<file path="src/rtl/aux_pwm_pkg.sv">
package aux_pwm_pkg;

    localparam int unsigned ADDR_W = 6;

    localparam logic [ADDR_W-1:0] OFS_PER_ACT  = 6'h08;
    localparam logic [ADDR_W-1:0] OFS_DUTY_ACT = 6'h0C;
    localparam logic [ADDR_W-1:0] OFS_PER_SHD  = 6'h10;
    localparam logic [ADDR_W-1:0] OFS_DUTY_SHD = 6'h14;
    localparam logic [ADDR_W-1:0] OFS_CTRL     = 6'h2A;

    localparam int unsigned CTL_RUN_BIT  = 4;
    localparam int unsigned CTL_MODE_BIT = 9;
    localparam int unsigned CTL_INV_BIT  = 10;

    typedef enum logic [2:0] {
        SEL_NONE,
        SEL_PER_ACT,
        SEL_DUTY_ACT,
        SEL_PER_SHD,
        SEL_DUTY_SHD,
        SEL_CTRL
    } reg_sel_e;

    function automatic reg_sel_e addr_decode(input logic [ADDR_W-1:0] a);
        case (a)
            OFS_PER_ACT:  return SEL_PER_ACT;
            OFS_DUTY_ACT: return SEL_DUTY_ACT;
            OFS_PER_SHD:  return SEL_PER_SHD;
            OFS_DUTY_SHD: return SEL_DUTY_SHD;
            OFS_CTRL:     return SEL_CTRL;
            default:      return SEL_NONE;
        endcase
    endfunction

endpackage

</file>
<file path="src/rtl/aux_pwm_regs.sv">
module aux_pwm_regs
    import aux_pwm_pkg::*;
#(
    parameter int unsigned DATA_W = 32,
    parameter int unsigned CTRL_W = 16
) (
    input  logic              clk,
    input  logic              rst_n,
    input  reg_sel_e          wr_sel,
    input  logic [DATA_W-1:0] wr_data,
    input  reg_sel_e          rd_sel,
    output logic [DATA_W-1:0] rd_data,
    input  logic              wrap,
    output logic [DATA_W-1:0] per_act,
    output logic [DATA_W-1:0] duty_act,
    output logic              run,
    output logic              mode,
    output logic              inv
);

    localparam int unsigned PAD_W = DATA_W - CTRL_W;

    typedef struct packed {
        logic [DATA_W-1:0] per_act;
        logic [DATA_W-1:0] duty_act;
        logic [DATA_W-1:0] per_shd;
        logic [DATA_W-1:0] duty_shd;
        logic [CTRL_W-1:0] ctrl;
        logic              pend;
    } regs_t;

    regs_t q, d;

    always_comb begin
        d = q;
        // period-boundary transfer of shadows
        if (wrap && q.pend) begin
            d.per_act  = q.per_shd;
            d.duty_act = q.duty_shd;
            d.pend     = 1'b0;
        end
        // bus writes take precedence over the transfer
        case (wr_sel)
            SEL_PER_ACT:  d.per_act  = wr_data;
            SEL_DUTY_ACT: d.duty_act = wr_data;
            SEL_PER_SHD: begin
                d.per_shd = wr_data;
                d.pend    = 1'b1;
            end
            SEL_DUTY_SHD: begin
                d.duty_shd = wr_data;
                d.pend     = 1'b1;
            end
            SEL_CTRL:     d.ctrl = wr_data[CTRL_W-1:0];
            default: ;
        endcase
    end

    always_ff @(posedge clk or negedge rst_n) begin
        if (!rst_n) q <= '0;
        else        q <= d;
    end

    always_comb begin
        case (rd_sel)
            SEL_PER_ACT:  rd_data = q.per_act;
            SEL_DUTY_ACT: rd_data = q.duty_act;
            SEL_PER_SHD:  rd_data = q.per_shd;
            SEL_DUTY_SHD: rd_data = q.duty_shd;
            SEL_CTRL:     rd_data = {{PAD_W{1'b0}}, q.ctrl};
            default:      rd_data = '0;
        endcase
    end

    assign per_act  = q.per_act;
    assign duty_act = q.duty_act;
    assign run      = q.ctrl[CTL_RUN_BIT];
    assign mode     = q.ctrl[CTL_MODE_BIT];
    assign inv      = q.ctrl[CTL_INV_BIT];


    shd_copy_chk: assert property (@(posedge clk) disable iff (!rst_n)
        (wrap && q.pend && (wr_sel != SEL_PER_ACT) && (wr_sel != SEL_DUTY_ACT))
        |=> (q.per_act == $past(q.per_shd)) && (q.duty_act == $past(q.duty_shd)));


    act_hold_chk: assert property (@(posedge clk) disable iff (!rst_n)
        (!(wrap && q.pend) && (wr_sel != SEL_PER_ACT) && (wr_sel != SEL_DUTY_ACT))
        |=> $stable(q.per_act) && $stable(q.duty_act));


    pend_keep_chk: assert property (@(posedge clk) disable iff (!rst_n)
        (wrap && ((wr_sel == SEL_PER_SHD) || (wr_sel == SEL_DUTY_SHD)))
        |=> q.pend);

endmodule

</file>
<file path="src/rtl/aux_pwm_timer.sv">
module aux_pwm_timer #(
    parameter int unsigned DATA_W = 32
) (
    input  logic              clk,
    input  logic              rst_n,
    input  logic              run,
    input  logic [DATA_W-1:0] period,
    output logic [DATA_W-1:0] cnt,
    output logic              wrap
);

    typedef struct packed {
        logic [DATA_W-1:0] cnt;
    } tmr_t;

    tmr_t q, d;

    assign wrap = run && (q.cnt >= period);

    always_comb begin
        d = q;
        if (run) begin
            if (wrap) d.cnt = '0;
            else      d.cnt = q.cnt + 1'b1;
        end
    end

    always_ff @(posedge clk or negedge rst_n) begin
        if (!rst_n) q <= '0;
        else        q <= d;
    end

    assign cnt = q.cnt;


    cnt_stop_chk: assert property (@(posedge clk) disable iff (!rst_n)
        !run |=> $stable(q.cnt));


    cnt_wrap_chk: assert property (@(posedge clk) disable iff (!rst_n)
        (run && (q.cnt == period)) |=> (q.cnt == '0));

endmodule

</file>
<file path="src/rtl/aux_pwm_out.sv">
module aux_pwm_out #(
    parameter int unsigned DATA_W = 32
) (
    input  logic              clk,
    input  logic              rst_n,
    input  logic [DATA_W-1:0] cnt,
    input  logic [DATA_W-1:0] duty,
    input  logic              mode,
    input  logic              inv,
    output logic              pwm
);

    typedef struct packed {
        logic pwm;
    } out_t;

    out_t q, d;

    always_comb begin
        d     = q;
        d.pwm = mode && ((cnt < duty) ^ inv);
    end

    always_ff @(posedge clk or negedge rst_n) begin
        if (!rst_n) q <= '0;
        else        q <= d;
    end

    assign pwm = q.pwm;


    mode_off_low_chk: assert property (@(posedge clk) disable iff (!rst_n)
        !mode |=> !q.pwm);


    duty_zero_chk: assert property (@(posedge clk) disable iff (!rst_n)
        (mode && !inv && (duty == '0)) |=> !q.pwm);

endmodule

</file>
<file path="src/rtl/aux_pwm.sv">
module aux_pwm
    import aux_pwm_pkg::*;
#(
    parameter int unsigned DATA_W = 32,
    parameter int unsigned CTRL_W = 16
) (
    input  logic              clk,
    input  logic              rst_n,
    input  logic              bus_sel,
    input  logic              bus_we,
    input  logic [ADDR_W-1:0] bus_addr,
    input  logic [DATA_W-1:0] bus_wdata,
    output logic [DATA_W-1:0] bus_rdata,
    output logic              pwm_out
);

    reg_sel_e          wr_sel;
    reg_sel_e          rd_sel;
    logic [DATA_W-1:0] per_act;
    logic [DATA_W-1:0] duty_act;
    logic [DATA_W-1:0] cnt;
    logic              wrap;
    logic              run;
    logic              mode;
    logic              inv;

    assign rd_sel = addr_decode(bus_addr);
    assign wr_sel = (bus_sel && bus_we) ? rd_sel : SEL_NONE;

    aux_pwm_regs #(.DATA_W(DATA_W), .CTRL_W(CTRL_W)) regs_i (
        .clk      (clk),
        .rst_n    (rst_n),
        .wr_sel   (wr_sel),
        .wr_data  (bus_wdata),
        .rd_sel   (rd_sel),
        .rd_data  (bus_rdata),
        .wrap     (wrap),
        .per_act  (per_act),
        .duty_act (duty_act),
        .run      (run),
        .mode     (mode),
        .inv      (inv)
    );

    aux_pwm_timer #(.DATA_W(DATA_W)) timer_i (
        .clk    (clk),
        .rst_n  (rst_n),
        .run    (run),
        .period (per_act),
        .cnt    (cnt),
        .wrap   (wrap)
    );

    aux_pwm_out #(.DATA_W(DATA_W)) out_i (
        .clk   (clk),
        .rst_n (rst_n),
        .cnt   (cnt),
        .duty  (duty_act),
        .mode  (mode),
        .inv   (inv),
        .pwm   (pwm_out)
    );

endmodule

</file>
<file path="config.mk">
export PLATFORM = sky130hd
export DESIGN_NAME = aux_pwm
export DESIGN_NICKNAME = d
export VERILOG_FILES = /design/src/rtl/aux_pwm_pkg.sv /design/src/rtl/aux_pwm_regs.sv /design/src/rtl/aux_pwm_timer.sv /design/src/rtl/aux_pwm_out.sv /design/src/rtl/aux_pwm.sv
export SDC_FILE = /design/constraint.sdc
export NUM_CORES = 1
export LEC_CHECK = 0
export BUFFER_PORTS_ARGS = -buffer_cell sky130_fd_sc_hd__clkbuf_2
export CAP_MARGIN = 0
export CORE_ASPECT_RATIO = 0.9
export CORE_MARGIN = 2
export CORE_UTILIZATION = 65
export DETAILED_ROUTE_END_ITERATION = 6
export PLACE_DENSITY = 0.95
export SLEW_MARGIN = 30
export SYNTH_ARGS = -nofsm -noshare
export SYNTH_HDL_FRONTEND = slang
export SYNTH_SLANG_ARGS = --single-unit
</file>
<file path="constraint.sdc">
create_clock -name clk -period 6.8 [get_ports clk]
set_clock_uncertainty 0.15 [all_clocks]
set_input_delay 0.68 -clock clk [delete_from_list [all_inputs] [get_ports clk]]
set_output_delay 0.68 -clock clk [all_outputs]
set_load 0.01 [all_outputs]
</file>
==> run_results.csv <==
group,metric,value,unit
layout,drive_gt1_share,19.87,%
synth,synth_seq_cells,178,
routing,wl,25.95,mm
setup_path,worst_ep_required_time,5970,ps
global_routing,grt-ovfl-total,0,
clocking,tritoncts,"built",
setup_path,r2r-start,"timer_i.cnt[28]",
global_routing,gr-usage-met2,54.15,%
setup_path,cp-endpoint,"bus_rdata[11]",
clocking,clock_path_buffers,2,
routing,num_vias,8145,
setup_path,crit_fanout,36,
global_routing,grt_usage,32.84,%
sta,grt_setup_unrepaired,"false",
setup_path,path_buf_inv,4,
global_routing,grt_util_met3,7.667,%
placed_design,gp_congestion,0.9314,
pwr,swShare,27.39,%
layout,regArea,4454,µm²
placed_design,portBuffers,74,
floorplan,rows,43,
routing,drtPass1Iterations,5,
synth,synth-edff-count,0,
clocking,path_clk_slew,70,ps
setup_path,worstSetupStartpoint,"bus_addr[2]",
setup_path,worst_ep_arrival_time,2750,ps
sta,setup_viol,0,
clocking,hold_buffers,0,
routing,wl_per_cell,20.76,µm
sta,fin_crit,3576,ps
global_routing,grt_start_max_net_pins,110,
synth,ys.flop_type,"dfrtp_1",
pwr,p_per_area,230.5,nW/µm²
pwr,p_seq_share,48.4,%
pwr,cellInternalPower,1880,µW
synth,synth_nets,1080,
clocking,post_cts_buffers,0,
synth,synth-seq-area-share,43.63,%
sta,fin_tns_setup,0,ps
worst_hold_path,hp-class,"in -> async",
global_routing,antenna_found_initial,0,
routing,drc,0,
synth,ys_warn_count,0,
setup_path,r2r_slack,3560,ps
sta,max_slew_margin,41.07,%
global_routing,grt_pass1_wl,42.37,mm
setup_path,r2r_cells,8,
sta,slew_violations,0,
floorplan,core_area,15390,µm²
layout,area_growth,10.04,%
sta,timing.hold.ws,184.2,ps
routing,final_antenna_net_count,0,
synth,synthArstFlopShare,100.0,%
layout,multiInputGateArea,5190,µm²
sta,fin_crit_sh,52.58,%
floorplan,die_y,122.9,µm
clocking,clock-root-buffer,"clkbuf_16",
floorplan,die_width,136.1,µm
sta,clock.fmax,0.2797,GHz
clocking,cts_buffers,17,
pwr,cellLeakagePower,0.006320,µW
synth,syn_inst,974,
floorplan,ios,75,
global_routing,met1_usage,40.89,%
floorplan,initial_core_util,66.35,%
global_routing,grt_pass1_vias,8599,
setup_path,path_depth,9,
clocking,htree_levels,4,
clocking,clk_latency,440,ps
sta,worst_pin_slew,884.0,ps
setup_path,setup.worst_path.class,"in -> out",
layout,final_cell_mix,"178 x dfrtp_1, 112 x nor2_1, 97 x mux2i_1",
outcome,status,"completed",
setup_path,max_stage_delay,530,ps
clocking,cts_resized,0,
pwr,netSwitchingPower,709.1,µW
synth,syn_area,10210,µm²
layout,nets,1140,
setup_path,cp-start-kind,"input pin",
pwr,pwr-share-clk,39.2,%
synth,synth.avg_cell_area,10.48,µm²
clocking,cts.sinks,178,
sta,final_hold_viol_count,0,
floorplan,design.die.area,16730,µm²
setup_path,critPathTopFamily,"buffers and inverters",
setup_path,cp-end-kind,"primary output",
setup_path,worst_r2r_endpoint,"timer_i.cnt[17]",
setup_path,slowest_stage,"or3b_4",
routing,drt_iter0_drc,802,
placed_design,dp_hpwl,16.24,mm
job,max_cap_viol_count,0,
routing,vias_per_cell,6.516,
layout,mostFrequentLayoutCell,"dfrtp_1",
layout,fillerInstances,964,
pwr,ir_worst_vdd,0.2051,mV
global_routing,grt-busiest-layer,"met2",
synth,ys_types,53,
setup_path,critical_path.cell_chain,"clkbuf_2 > buf_4 > or3b_4 > nor4_4 > buf_4 > nand2_1 > o21ai_0 > a221o_1 > clkbuf_2",
pwr,pwr-share-comb,12.4,%
-- registers in the layout (all words and copies together) (netlist names) --
signal	count
regs_i.q	78
regs_i.per_act	32
regs_i.mode	1
regs_i.run	1
regs_i.duty_act	32
timer_i.cnt	32
out_i.pwm	1
regs_i.inv	1
-- area by class of cell --
| type | count | area share (%) |
|---|---|---|
| multi-input combinational | 681 | 46.20 |
| sequential | 178 | 39.65 |
| timing repair buffer | 87 | 4.277 |
| clock buffer | 21 | 3.920 |
| inverter | 69 | 2.305 |
| tap | 202 | 2.250 |
| clock inverter | 11 | 1.381 |
| antenna | 1 | 0.02227 |
-- stage by stage --
stage	setup WS, ps	power (µW)	std cells	utilization (%)	area (µm²)
2_1_floorplan	3913	1441	974	-	10210
3_3_place_gp	3373	1541	1217	69.08	10630
3_5_place_dp	3292	1575	1217	69.08	10630
4_1_cts	3258	2578	1249	72.95	11220
5_1_grt	3128	2681	1249	73.00	11230
6_report	3224	2589	1250	73.01	11230
-- metal layers --
layer	vias up	wire length, µm
met3	89	2237
met2	475	12820
li1	3588	-
met4	0	855
met1	3993	10030
met5	-	0
-- how the worst min path moves through the flow --
stage	start	slack, ps	depth (start not counted)	endpoint
after floorplan	rst_n	230	0	out_i.pwm
after detailed placement	regs_i.q[7]	350	1	regs_i.q[7]
after global placement	regs_i.q[7]	340	1	regs_i.q[7]
final	rst_n	180	1	regs_i.q[3]
after global routing	rst_n	260	1	regs_i.q[3]
after CTS	rst_n	260	1	regs_i.q[3]
-- cell families after synthesis --
family	share of synthesized area (%)
xor gates and xnor gates	2.316
DFF	43.63
buffers and inverters	5.748
adders and majority gates	7.843
and+or+nand+nor	10.22
muxes	18.63
AOI/OAI and AO/OA	11.62
-- power groups by stage --
stage / sequential [µW] / clock [µW] / combinational [µW]
after CTS: 1250 / 1010 / 317
final: 1250 / 1020 / 320
after global routing: 1260 / 1060 / 355
after global placement: 1260 / 0 / 283
after floorplan: 1230 / 0 / 211
after detailed placement: 1270 / 0 / 309
-- synth_stat cells (all sizes together), types with 17 or more instances --
library cell  number  area, µm²
mux2i             97      970.9
nand2             40      150.1
clkbuf            24      90.09
a21o              19      142.6
dfrtp            178       4454
mux2              80      930.9
a21oi             82      410.4
inv               69      259.0
o21ai             44      220.2
ha                64      800.8
buf               22      237.7
nor2             112      420.4
nand4             17      106.4
-- worst reg2reg max path: stages (launching register included) --
cell	delay, ps
dfrtp_1	470
ha_1	320
nand4_1	180
nor4_1	460
o211ai_1	220
a21oi_1	330
or2_1	270
and2_2	560
nor2_1	140
No activity file was read; power rests on OpenSTA's default activity.
